**config.mk**
```make
export PLATFORM = sky130hd
export DESIGN_NAME = disp_host_if
export DESIGN_NICKNAME = d
export VERILOG_FILES = /design/src/rtl/dhi_pkg.sv /design/src/rtl/dhi_sync.sv /design/src/rtl/dhi_edge.sv /design/src/rtl/dhi_ser_rx.sv /design/src/rtl/dhi_rd_mux.sv /design/src/rtl/disp_host_if.sv
export SDC_FILE = /design/constraint.sdc
export NUM_CORES = 1
export LEC_CHECK = 0
export BUFFER_PORTS_ARGS = -buffer_cell sky130_fd_sc_hd__buf_4
export CORE_ASPECT_RATIO = 1.75
export CORE_UTILIZATION = 45
export CTS_BUF_LIST = sky130_fd_sc_hd__clkbuf_2 sky130_fd_sc_hd__clkbuf_4 sky130_fd_sc_hd__clkbuf_8
export DETAILED_ROUTE_END_ITERATION = 8
export GPL_ROUTABILITY_DRIVEN = 0
export PLACE_DENSITY = 0.82
export SLEW_MARGIN = 10
export SYNTH_ARGS = -nofsm -noshare
export SYNTH_HDL_FRONTEND = slang
export SYNTH_HIERARCHICAL = 1
export SYNTH_SLANG_ARGS = --single-unit
```
**constraint.sdc**
```tcl
create_clock -name clk -period 1.5 [get_ports clk]
set_input_delay 0.075 -clock clk [delete_from_list [all_inputs] [get_ports clk]]
set_output_delay 0.075 -clock clk [all_outputs]
set_load 0.02 [all_outputs]
```
**src/rtl/dhi_pkg.sv**
```systemverilog
package dhi_pkg;
  typedef enum logic [1:0] {
    MODE_SER = 2'd0,
    MODE_M68 = 2'd1,
    MODE_I80 = 2'd2
  } bus_mode_e;

  function automatic bus_mode_e decode_mode(input logic par, input logic m68);
    if (!par)    return MODE_SER;
    else if (m68) return MODE_M68;
    else         return MODE_I80;
  endfunction
endpackage

```
**src/rtl/dhi_sync.sv**
```systemverilog
module dhi_sync #(
  parameter int         W       = 8,
  parameter logic [W-1:0] RST_VAL = '0
) (
  input  logic         clk,
  input  logic         rst_n,
  input  logic [W-1:0] d,
  output logic [W-1:0] q
);
  logic [W-1:0] meta_q;

  always_ff @(posedge clk or negedge rst_n) begin
    if (!rst_n) begin
      meta_q <= RST_VAL;
      q      <= RST_VAL;
    end else begin
      meta_q <= d;
      q      <= meta_q;
    end
  end
endmodule

```
**src/rtl/dhi_edge.sv**
```systemverilog
module dhi_edge #(
  parameter int         W       = 2,
  parameter logic [W-1:0] RST_VAL = '1
) (
  input  logic         clk,
  input  logic         rst_n,
  input  logic [W-1:0] lvl,
  output logic [W-1:0] rise,
  output logic [W-1:0] fall
);
  logic [W-1:0] prev_q;

  always_ff @(posedge clk or negedge rst_n) begin
    if (!rst_n) prev_q <= RST_VAL;
    else        prev_q <= lvl;
  end

  for (genvar i = 0; i < W; i++) begin : g_bit
    assign rise[i] = lvl[i] & ~prev_q[i];
    assign fall[i] = ~lvl[i] & prev_q[i];
  end
endmodule

```
**src/rtl/dhi_ser_rx.sv**
```systemverilog
module dhi_ser_rx #(
  parameter int BITS = 8
) (
  input  logic            clk,
  input  logic            rst_n,
  input  logic            enable,
  input  logic            sck_fall,
  input  logic            sdi,
  output logic            done,
  output logic [BITS-1:0] byte_out
);
  localparam int CW = (BITS > 1) ? $clog2(BITS) : 1;
  localparam logic [CW-1:0] LAST = CW'(BITS - 1);

  logic [BITS-1:0] shift_q, shift_d;
  logic [CW-1:0]   cnt_q, cnt_d;
  logic            take;

  assign take = enable & sck_fall;

  always_comb begin
    shift_d  = shift_q;
    cnt_d    = cnt_q;
    done     = 1'b0;
    byte_out = {shift_q[BITS-2:0], sdi};
    if (!enable) begin
      cnt_d = '0;
    end else if (take) begin
      shift_d = {shift_q[BITS-2:0], sdi};
      if (cnt_q == LAST) begin
        done  = 1'b1;
        cnt_d = '0;
      end else begin
        cnt_d = cnt_q + CW'(1);
      end
    end
  end

  always_ff @(posedge clk or negedge rst_n) begin
    if (!rst_n) begin
      shift_q <= '0;
      cnt_q   <= '0;
    end else begin
      cnt_q <= cnt_d;
      if (take) shift_q <= shift_d;
    end
  end
endmodule

```
**src/rtl/dhi_rd_mux.sv**
```systemverilog
module dhi_rd_mux #(
  parameter int DW       = 8,
  parameter int BUSY_BIT = DW - 1
) (
  input  dhi_pkg::bus_mode_e mode,
  input  logic               cs_n,
  input  logic               rw,
  input  logic               dc,
  input  logic [DW-1:0]      rd_data,
  input  logic               busy,
  output logic [DW-1:0]      bus_out,
  output logic               bus_oe
);
  import dhi_pkg::*;
  logic [DW-1:0] status;

  always_comb begin
    status           = '0;
    status[BUSY_BIT] = busy;
    bus_out          = dc ? rd_data : status;
    unique case (mode)
      MODE_M68: bus_oe = ~cs_n & rw;
      MODE_I80: bus_oe = ~cs_n & ~rw;
      default:  bus_oe = 1'b0;
    endcase
  end
endmodule

```
**src/rtl/disp_host_if.sv**
```systemverilog
module disp_host_if #(
  parameter int DW = 8
) (
  input  logic          clk,
  input  logic          rst_n,
  input  logic          sel_par,
  input  logic          sel_m68,
  input  logic          host_dc,
  input  logic          host_cs_n,
  input  logic          host_stb,
  input  logic          host_rw,
  input  logic [DW-1:0] host_bus_in,
  output logic [DW-1:0] host_bus_out,
  output logic          host_bus_oe,
  input  logic [DW-1:0] rd_data,
  input  logic          busy,
  output logic          wr_valid,
  output logic          wr_dc,
  output logic [DW-1:0] wr_data,
  output logic          rd_ack
);
  import dhi_pkg::*;

  localparam int SW = DW + 6;
  localparam logic [SW-1:0] SYNC_RST = {3'b000, 3'b111, {DW{1'b0}}};

  // reset: asserted asynchronously, released on clk
  logic rst_meta_q, rst_sys_n;
  always_ff @(posedge clk or negedge rst_n) begin
    if (!rst_n) begin
      rst_meta_q <= 1'b0;
      rst_sys_n  <= 1'b0;
    end else begin
      rst_meta_q <= 1'b1;
      rst_sys_n  <= rst_meta_q;
    end
  end

  logic [SW-1:0] raw, syn;
  assign raw = {sel_par, sel_m68, host_dc, host_cs_n, host_stb, host_rw, host_bus_in};

  dhi_sync #(.W(SW), .RST_VAL(SYNC_RST)) u_sync (
    .clk(clk), .rst_n(rst_sys_n), .d(raw), .q(syn)
  );

  logic          par_s, m68_s, dc_s, cs_n_s, stb_s, rw_s;
  logic [DW-1:0] bus_s;
  assign {par_s, m68_s, dc_s, cs_n_s, stb_s, rw_s, bus_s} = syn;

  bus_mode_e mode;
  assign mode = decode_mode(par_s, m68_s);

  logic [1:0] rise, fall;
  dhi_edge #(.W(2), .RST_VAL(2'b11)) u_edge (
    .clk(clk), .rst_n(rst_sys_n), .lvl({stb_s, rw_s}), .rise(rise), .fall(fall)
  );

  logic stb_rise, stb_fall, rw_rise;
  assign stb_rise = rise[1];
  assign stb_fall = fall[1];
  assign rw_rise  = rise[0];

  logic          ser_done;
  logic [DW-1:0] ser_byte;
  dhi_ser_rx #(.BITS(DW)) u_ser (
    .clk(clk), .rst_n(rst_sys_n),
    .enable((mode == MODE_SER) & ~cs_n_s),
    .sck_fall(stb_fall), .sdi(bus_s[0]),
    .done(ser_done), .byte_out(ser_byte)
  );

  dhi_rd_mux #(.DW(DW)) u_rd (
    .mode(mode), .cs_n(cs_n_s), .rw(rw_s), .dc(dc_s),
    .rd_data(rd_data), .busy(busy),
    .bus_out(host_bus_out), .bus_oe(host_bus_oe)
  );

  // next-state for the core-side port
  logic          wv_d, ack_d, dc_d;
  logic [DW-1:0] data_d;
  always_comb begin
    wv_d   = 1'b0;
    ack_d  = 1'b0;
    dc_d   = wr_dc;
    data_d = wr_data;
    if (!cs_n_s) begin
      unique case (mode)
        MODE_M68: begin
          if (stb_fall && !rw_s) begin
            wv_d = 1'b1; dc_d = dc_s; data_d = bus_s;
          end
          if (stb_fall && rw_s) ack_d = 1'b1;
        end
        MODE_I80: begin
          if (stb_rise) begin
            wv_d = 1'b1; dc_d = dc_s; data_d = bus_s;
          end
          if (rw_rise) ack_d = 1'b1;
        end
        default: begin
          if (ser_done) begin
            wv_d = 1'b1; dc_d = dc_s; data_d = ser_byte;
          end
        end
      endcase
    end
  end

  always_ff @(posedge clk or negedge rst_sys_n) begin
    if (!rst_sys_n) begin
      wr_valid <= 1'b0;
      rd_ack   <= 1'b0;
      wr_dc    <= 1'b0;
      wr_data  <= '0;
    end else begin
      wr_valid <= wv_d;
      rd_ack   <= ack_d;
      if (wv_d) begin
        wr_dc   <= dc_d;
        wr_data <= data_d;
      end
    end
  end
endmodule

```
==> results.md, run 1 <==
- Status: complete, but fails checks
- Failing checks: negative setup slack
- DR WL met2: 1780 um
- Yosys warning count: 6
- DP Area: 0.00241 sq mm
- Worst-path maximum fanout: 10
- WS Path Type: reg2reg
- I/O pin count: 45
- Clock buffer depth: 2
- Max Slew Vio Count: 0
- Slowest cell on crit path: dfrtp_1
- Detailed placement HPWL: 2230 um
- Fmax: 0.554 GHz
- R2R depth: 7
- Metal-1 WL: 1200 um
- Minimum clock period: 1800 ps
- CTS tree: yes
- Part of the cycle the worst path needs: 1.20
- Met3 WL: 161 um
- H-tree depth: 2
- Max-Cap Viols: 0
- CTS Buf Count: 5
- Final setup violation count: 10
- Die extent in y: 88.3 um
- Clock Pin Slew Worst Setup and Hold Paths: 80 ps
- R2r setup slk: -300 ps
- Layout cells sized above 1: 0.633
- Worst Setup End Kind: flip-flop
- Syn Nets: 143
- Buffers added on ports: 44
- Remaining DRCs: 0
- Worst reg2reg startpoint: u_ser/cnt_q[0]$_DFFE_PN0P_
- Final wirelength: 3220 um
- Fin nets: 223
- Post-Syn Area: 0.00191 sq mm
- Max VDD drop: 1010 uV
- Row cnt: 31
- Top layer in use: met4
- Hold WC Path Type: in2async
- Clock Root Buffer: clkbuf_8
- CP arrival: 1980 ps
- First-pass GRT wire length: 5180 um
- DRT iter0 DRCs: 14
- Skew-Pair Late Insertion Delay: 290 ps
- Pre-CTS setup slack: -285 ps
- Clk_skew: 10.8 ps
- Starting Density: 0.466
- CP startpoint kind: flip-flop
- TritonRoute pass-1 iters: 3
- Final Hold Fails: 0
- Largest net degree at the start of global routing: 23
- Die Span X: 51.3 um
- Via count: 1157
- TritonCTS Sinks: 53
- Max stage delay on crit path: 370 ps
- RSZ-0062 raised after global routing: true
- Die area: 0.00453 sq mm
- Total GRT Usage: 0.162
- Post-synthesis instance total: 115
- Drt wl/cell: 13.2 um
- Pwr dens: 1110 mW/mm^2
- Design Area, Final: 0.00276 sq mm
- Crit path max-delay family: flip-flops
- Leakage power: 1.30 nW
- Final worst slack: -304 ps
- Total gr overflow: 0
- CP required: 1670 ps
- ANT nets after route: 0
- # fillers: 313
- Syn_area_per_cell: 16.6 sq um
- Ant. Diodes: 0
- R2r endpoint: wr_data[6]$_DFFE_PN0P_
- Core Area: 0.00411 sq mm
- Vias per inst: 4.72
- Initial antenna violation count: 0
- Crit-path cells: ha_1 -> ha_2 -> and3_2 -> nor2_2 -> a311oi_4 -> buf_12 -> mux2_2
- CP bufs+invs: 1
- Worst setup startpoint: u_ser/cnt_q[0]$_DFFE_PN0P_
- Critical Path End: wr_data[6]$_DFFE_PN0P_
- Area grow syn2layout: 44.1%
- Most common cell after layout, fill and taps aside: buf_4
- Vias in the first global route: 1180
- Most frequent cells in the layout: buf_4, dfrtp_1, mux2_2
- Crit path depth: 7
==> state kept, by name, summed over array words and instances, names as in the netlist, 2 cells and up <==
name           cells
u_edge/prev_q      2
u_ser/cnt_q        3
u_ser/shift_q      7
u_sync/meta_q     14
u_sync/q          14
wr_data            8
==> metal layers <==
layer,vias to the layer above,GRT usage
li1,545,-
met1,566,0.169
met2,39,0.283
met3,7,0.0447
met4,0,0.0958
met5,-,0
==> final cells by class <==
type                            count  area (sq um)  share of cell area
Clock buffer                        7          83.8              0.0304
Clock inverter                      1          7.51             0.00272
Sequential cell                    53          1340               0.485
Tap cell                           49          61.3              0.0222
Inverter                            1          3.75             0.00136
Multi-Input combinational cell     59           623               0.226
Timing Repair Buffer               75           641               0.232
==> worst reg2reg max path, cell delays in order, from the launching register on <==
cell      delay, ps
dfrtp_1         370
ha_1            160
ha_2            190
and3_2          180
nor2_2           40
a311oi_4        240
buf_12          180
mux2_2          330
==> worst min path at each step <==
stage | startpoint | endpoint | slack (ps) | cells past startpoint
after floorplan | rst_n | rst_meta_q$_DFF_PN0_ | -220 | 0
after global placement | rst_n | rst_meta_q$_DFF_PN0_ | -140 | 1
after detailed placement | rst_n | rst_meta_q$_DFF_PN0_ | -140 | 1
after CTS | rst_n | rst_sys_n$_DFF_PN0_ | 70 | 2
after global routing | rst_n | rst_sys_n$_DFF_PN0_ | 80 | 2
final | rst_n | rst_sys_n$_DFF_PN0_ | 90 | 2
==> stage by stage <==
stage                     setup TNS [ps]  instances  power [W]  utilization  hold slack (ps)
after floorplan                    -3370        115    0.00200            -             -221
after global placement             -2300        216    0.00222        0.586             -143
after detailed placement           -2630        216    0.00225        0.586             -140
after CTS                          -2690        243    0.00308        0.663             72.8
after global routing               -3350        245    0.00323        0.671             80.4
final                              -2760        245    0.00307        0.671             87.9
==> what timing repair did <==
action                     4_1_cts  5_1_grt
gates resized for setup          9        5
buffers inserted                 4        2
hold buffers                    15        0
hold endpoints to repair        16        0
setup endpoints to repair       17       18
cloned                           0        0
pin swaps                        3        1
==> power by group <==
part / internal [W] / leakage [nW] / switching (W)
clock network: 0.000367 / 0.0453 / 0.000406
registers: 0.00159 / 0.634 / 0.000101
logic: 0.000355 / 0.621 / 0.000245
total: 0.00231 / 1.30 / 0.000753
(Power assumes the default switching activity.)
==> run 2: changes to the inputs <==
- PLACE_DENSITY: 0.82 -> 0.83
- SYNTH_HIERARCHICAL: 1 -> unset
==> run 2 against run 1 <==
The run still ends with negative setup slack left. Largest power group unchanged. Final area shrank 2.3%. Power grew 8.3%. Wire length is 12% higher. Largest cell class unchanged. Count of clock-buffer cells in the layout did not move.
==> results.md, run 2 <==
- Status: complete, but fails checks
- Final setup violation count: 10
- H-tree depth: 2
- Largest net degree at the start of global routing: 38
- Clk_skew: 5.05 ps
- Starting Density: 0.476
- Most common cell after layout, fill and taps aside: buf_4
- Ant. Diodes: 0
- Layout cells sized above 1: 0.553
- Minimum clock period: 1800 ps
- Synth unique cells: 22
- Part of the cycle the worst path needs: 1.20
- CP startpoint kind: flip-flop
- RSZ-0062 raised after global routing: true
- Die extent in y: 87.4 um
- CP bufs+invs: 2
- Row cnt: 30
- Worst Setup End Kind: flip-flop
- Max VDD drop: 1180 uV
- Final Hold Fails: 0
- CTS tree: yes
- Clock Root Buffer: clkbuf_8
- Die area: 0.00444 sq mm
- Vias in the first global route: 1287
- Final worst slack: -298 ps
- TritonCTS Sinks: 53
- Failing checks: negative setup slack
- Sequential cell area fraction in the yosys report: 0.713
- Die Span X: 50.8 um
- Largest registers: u_sync.meta_q (14), u_sync.q (14), wr_data (8)
- #FFs+latches synth: 53
- Post-synthesis instance total: 110
- Detailed placement HPWL: 2460 um
- Most numerous cell in the Yosys netlist: dfrtp_1
- Max Slew Vio Count: 0
- CP arrival: 1990 ps
- Placed Cells: 209
- Max stage delay on crit path: 560 ps
- Fmax: 0.556 GHz
- Leakage power: 1.33 nW
- Design Power: 0.00332 W
- Crit-path cells: inv_2 -> o311a_1 -> or3_4 -> buf_6 -> mux2_4
- Buffers added on ports: 44
- Synth async-reset ratio: 1.00
- CTS Buf Count: 5
- Design Area, Final: 0.00270 sq mm
- EDFF count, synth: 0
- Skew-Pair Late Insertion Delay: 300 ps
- R2r setup slk: -300 ps
- Hold WC Path Type: in2async
- TritonRoute pass-1 iters: 2
- Total gr overflow: 0
- Ranking of synthesized cells by area: dfrtp_1, dfstp_2, mux2_2, mux2_4, and2_1
- WHS: 89.6 ps
- Vias per inst: 4.73
- Remaining DRCs: 0
- Ys flop type: dfrtp_1
- Crit path max-delay family: flip-flops
- Total GRT Usage: 0.186
- Syn_area_per_cell: 17.0 sq um
- Pre-CTS setup slack: -291 ps
- Yosys top cell area share: 0.601
- DRT iter0 DRCs: 5
- Max-Cap Viols: 0
- Clock Pin Slew Worst Setup and Hold Paths: 90 ps
- Synth area leader: dfrtp_1
- Drt wl/cell: 15.3 um
- Syn Nets: 137
- Via count: 1116
- First-pass GRT wire length: 5860 um
- Core Area: 0.00394 sq mm
- CP required: 1690 ps
- Area grow syn2layout: 43.9%
- I/O pin count: 45
- Most frequent cells in the layout: buf_4, dfrtp_1, mux2_4
- Fin nets: 214
- Yosys warning count: 0
- Final wirelength: 3610 um
- Non-Filler Instances: 236
- Top cells by count, synth: dfrtp_1, mux2_2, mux2_4
- Initial antenna violation count: 0
- Pwr dens: 1230 mW/mm^2
- Clock buffer depth: 2
- Slowest cell on crit path: dfstp_2
- Post-Syn Area: 0.00187 sq mm
- WS Path Type: reg2reg
- Worst-path maximum fanout: 5
- ANT nets after route: 0
- DP Area: 0.00238 sq mm
## run 2: cells by family (layout without fill, tap and decap cells)
| kind of cell | after synthesis | in the layout | share of synthesized area |
|---|---|---|---|
| and+or+nand+nor | 17 | 17 | 0.0614 |
| xor gates and xnor gates | 1 | 1 | 0.00467 |
| AOI/OAI and AO/OA | 3 | 3 | 0.0113 |
| adders and majority gates | 2 | 2 | 0.0133 |
| buffers and inverters | 6 | 84 | 0.0160 |
| muxes | 27 | 27 | 0.178 |
| other | 1 | 1 | 0.00200 |
| DFF | 53 | 53 | 0.713 |
## run 2: repair_timing
item	in CTS	in global routing
gates cloned	1	0
hold buffers	15	0
buffers inserted	1	2
setup endpoints to repair	10	18
endpoints found under the hold margin	16	0
gates resized for setup	4	1
pin swaps	0	1
## run 2: per-layer routing
| metal | GRT usage | wire, um | vias up |
|---|---|---|---|
| li1 | - | - | 526 |
| met1 | 0.204 | 1380 | 569 |
| met2 | 0.331 | 2100 | 17 |
| met3 | 0.0541 | 92 | 4 |
| met4 | 0.0732 | 35 | 0 |
| met5 | 0 | 0 | - |
## run 2: final timing paths
kind,cells past startpoint,from,to
worst max-delay path,5,u_sync.q[9]$_DFF_PN1_,wr_data[2]$_DFFE_PN0P_
worst min-delay path,2,rst_n,rst_meta_q$_DFF_PN0_
worst max register to register,5,u_sync.q[9]$_DFF_PN1_,wr_data[2]$_DFFE_PN0P_
worst min register to register,0,rst_sys_n$_DFF_PN0_,u_sync.q[12]$_DFF_PN0_
max in group asynchronous,1,rst_sys_n$_DFF_PN0_,u_sync.meta_q[9]$_DFF_PN1_
min in group clk,0,u_sync.meta_q[13]$_DFF_PN0_,u_sync.q[13]$_DFF_PN0_
## run 2: power breakdown
| group | switching, W | leakage (nW) | internal (W) |
|---|---|---|---|
| Sequential | 0.000116 | 0.635 | 0.00159 |
| Clock | 0.000429 | 0.0619 | 0.000562 |
| Combinational | 0.000242 | 0.638 | 0.000380 |
## run 2: final cells by class
class / count / area [sq um]
Tap cell: 48 / 60.1
Inverter: 2 / 7.51
Fill cell: 261 / 1240
Clock inverter: 1 / 30.0
Clock buffer: 7 / 90.1
Timing Repair Buffer: 74 / 626
Sequential cell: 53 / 1340
Multi-Input combinational cell: 51 / 546
## run 2: metrics by stage
step | utilization | TNS [ps]
final | 0.684 | -2730
after global routing | 0.684 | -3150
after CTS | 0.680 | -2470
after detailed placement | 0.605 | -2530
after global placement | 0.605 | -2180
after floorplan | - | -2310
==> run 3: changes to the inputs <==
- BUFFER_PORTS_ARGS: -buffer_cell sky130_fd_sc_hd__buf_4 -> unset
- CORE_MARGIN: unset -> 2
- DONT_BUFFER_PORTS: unset -> 1
- PLACE_DENSITY: 0.83 -> 0.73
==> run 3 against run 2 <==
The run still ends with negative setup slack left. Setup slack better by 15 ps. Global-route usage decreased by 4.5 points. Sequential cell count unchanged. Wire length down 21%. First-iteration DRC count down 60%. Critical path depth did not move. Via count shrank 16%. Core utilization decreased by 10 points.
==> results.md, run 3 (synthesis results as in run 2) <==
- # fillers: 309
- Most frequent cells in the layout: dfrtp_1, mux2_4, dlygate4sd3_1
- Crit path max-delay family: flip-flops
- Clock Pin Slew Worst Setup and Hold Paths: 80 ps
- TritonRoute pass-1 iters: 2
- H-tree depth: 2
- Max Slew Vio Count: 0
- Comb power frac: 0.116
- RSZ-0062 raised after global routing: true
- Clk_skew: 6.50 ps
- Max-Cap Viols: 0
- Worst-path maximum fanout: 10
- Design Power: 0.00313 W
- Worst Setup End Kind: flip-flop
- Buffers added on ports: 0
- CP required: 1690 ps
- WS Path Type: reg2reg
- TritonCTS Sinks: 53
- Total GRT Usage: 0.141
- Initial antenna violation count: 0
- Final Hold Fails: 0
- Failing checks: negative setup slack
- Part of the cycle the worst path needs: 1.19
- Final setup violation count: 9
- Pint: 0.00240 W
- CP startpoint kind: flip-flop
- CP bufs+invs: 2
- First-pass GRT wire length: 4650 um
- Max VDD drop: 945 uV
- CTS Buf Count: 5
- Status: complete, but fails checks
- Die extent in y: 89.4 um
- Met3 Track Usage GR: 0.0452
- Fmax: 0.561 GHz
- Final worst slack: -283 ps
- Most common cell after layout, fill and taps aside: dfrtp_1
- CP arrival: 1970 ps
- Crit-path cells: inv_2 -> o311a_1 -> or3_1 -> buf_6 -> mux2_4
- Design Area, Final: 0.00236 sq mm
- Layout cells sized above 1: 0.408
- Minimum clock period: 1780 ps
- I/O pin count: 45
- Drt wl/cell: 14.8 um
- Largest net degree at the start of global routing: 38
- Final wirelength: 2830 um
- Fin nets: 168
- Row cnt: 31
- Max stage delay on crit path: 550 ps
- Slowest cell on crit path: dfstp_2
- Clock power frac: 0.314
- Pwr dens: 1330 mW/mm^2
- Grt met1 use: 0.173
- ANT nets after route: 0
- CTS tree: yes
- Remaining DRCs: 0
- Die area: 0.00472 sq mm
- Skew-Pair Late Insertion Delay: 300 ps
- Detailed placement HPWL: 2070 um
- Starting Density: 0.460
- Clock buffer depth: 2
- Total gr overflow: 0
- Met2 usage: 0.211
- Ant. Diodes: 0
- Clock Root Buffer: clkbuf_8
- Largest registers: u_sync.meta_q (14), u_sync.q (14), wr_data (8)
- Vias per inst: 4.92
- DP Area: 0.00206 sq mm
- WHS: 175 ps
- Leakage power: 1.11 nW
- Die Span X: 52.8 um
- P_sw: 0.000734 W
- Area grow syn2layout: 26.0%
- Sequential power share: 0.570
- Most Used Layer, Global Route: met2
- Core Area: 0.00407 sq mm
- DRT iter0 DRCs: 2
- Via count: 939
- Sw Share: 0.235
- Vias in the first global route: 957
- Hold WC Path Type: reg2async
## run 3: routing by layer
layer  vias up  share of wire
met1       478           0.39
met2        20           0.54
met5         -              0
li1        435              -
met4         0          0.028
met3         6          0.045
## run 3: per-stage QoR
step | setup TNS, ps | setup slack (ps) | instances | util
after floorplan | -2310 | -204 | 110 | -
after global placement | -2220 | -247 | 167 | 0.506
after detailed placement | -2670 | -302 | 167 | 0.506
after CTS | -2550 | -297 | 191 | 0.576
after global routing | -2750 | -313 | 191 | 0.580
final | -2450 | -283 | 191 | 0.580
## run 3: worst register-to-register path, cell delays in order (launching register included)
cell     delay [ps]
dfstp_2         550
inv_2            40
o311a_1         280
or3_1           330
buf_6           170
mux2_4          310
## run 3: final timing paths
kind                                             from                          to  slack [ps]  cells past startpoint
min in group clk                             host_stb  u_sync.meta_q[9]$_DFF_PN1_         310                      1
worst min register to register    rst_sys_n$_DFF_PN0_  u_ser.cnt_q[1]$_DFFE_PN0P_         180                      0
max in group asynchronous         rst_sys_n$_DFF_PN0_  u_sync.meta_q[9]$_DFF_PN1_         780                      1
worst max-delay path            u_sync.q[9]$_DFF_PN1_      wr_data[0]$_DFFE_PN0P_        -280                      5
worst max register to register  u_sync.q[9]$_DFF_PN1_      wr_data[0]$_DFFE_PN0P_        -280                      5
worst min-delay path              rst_sys_n$_DFF_PN0_  u_ser.cnt_q[1]$_DFFE_PN0P_         180                      0
## run 3: area by class of cell
cell class	count	area, sq um	share of cell area
inverters	2	7.51	0.00318
flip-flops and latches	53	1340	0.567
clock inverters	1	30.0	0.0127
clock buffers	7	90.1	0.0382
multi-input cells	51	556	0.235
well taps	49	61.3	0.0260
repair buffers	28	279	0.118
## run 3: power groups by stage
stage / logic [W] / clock network, W / registers [W]
after global routing: 0.000392 / 0.00106 / 0.00182
after global placement: 0.000315 / 0 / 0.00181
final: 0.000363 / 0.000982 / 0.00178
after floorplan: 0.000260 / 0 / 0.00179
after detailed placement: 0.000329 / 0 / 0.00182
after CTS: 0.000366 / 0.00101 / 0.00179
## run 3: what timing repair did
action,CTS,global route
endpoints found under the hold margin,16,0
hold buffers,16,0
cloned,0,0
pin swaps,0,3
setup endpoints to repair,10,18
resized for setup,1,3
setup buffers,0,1
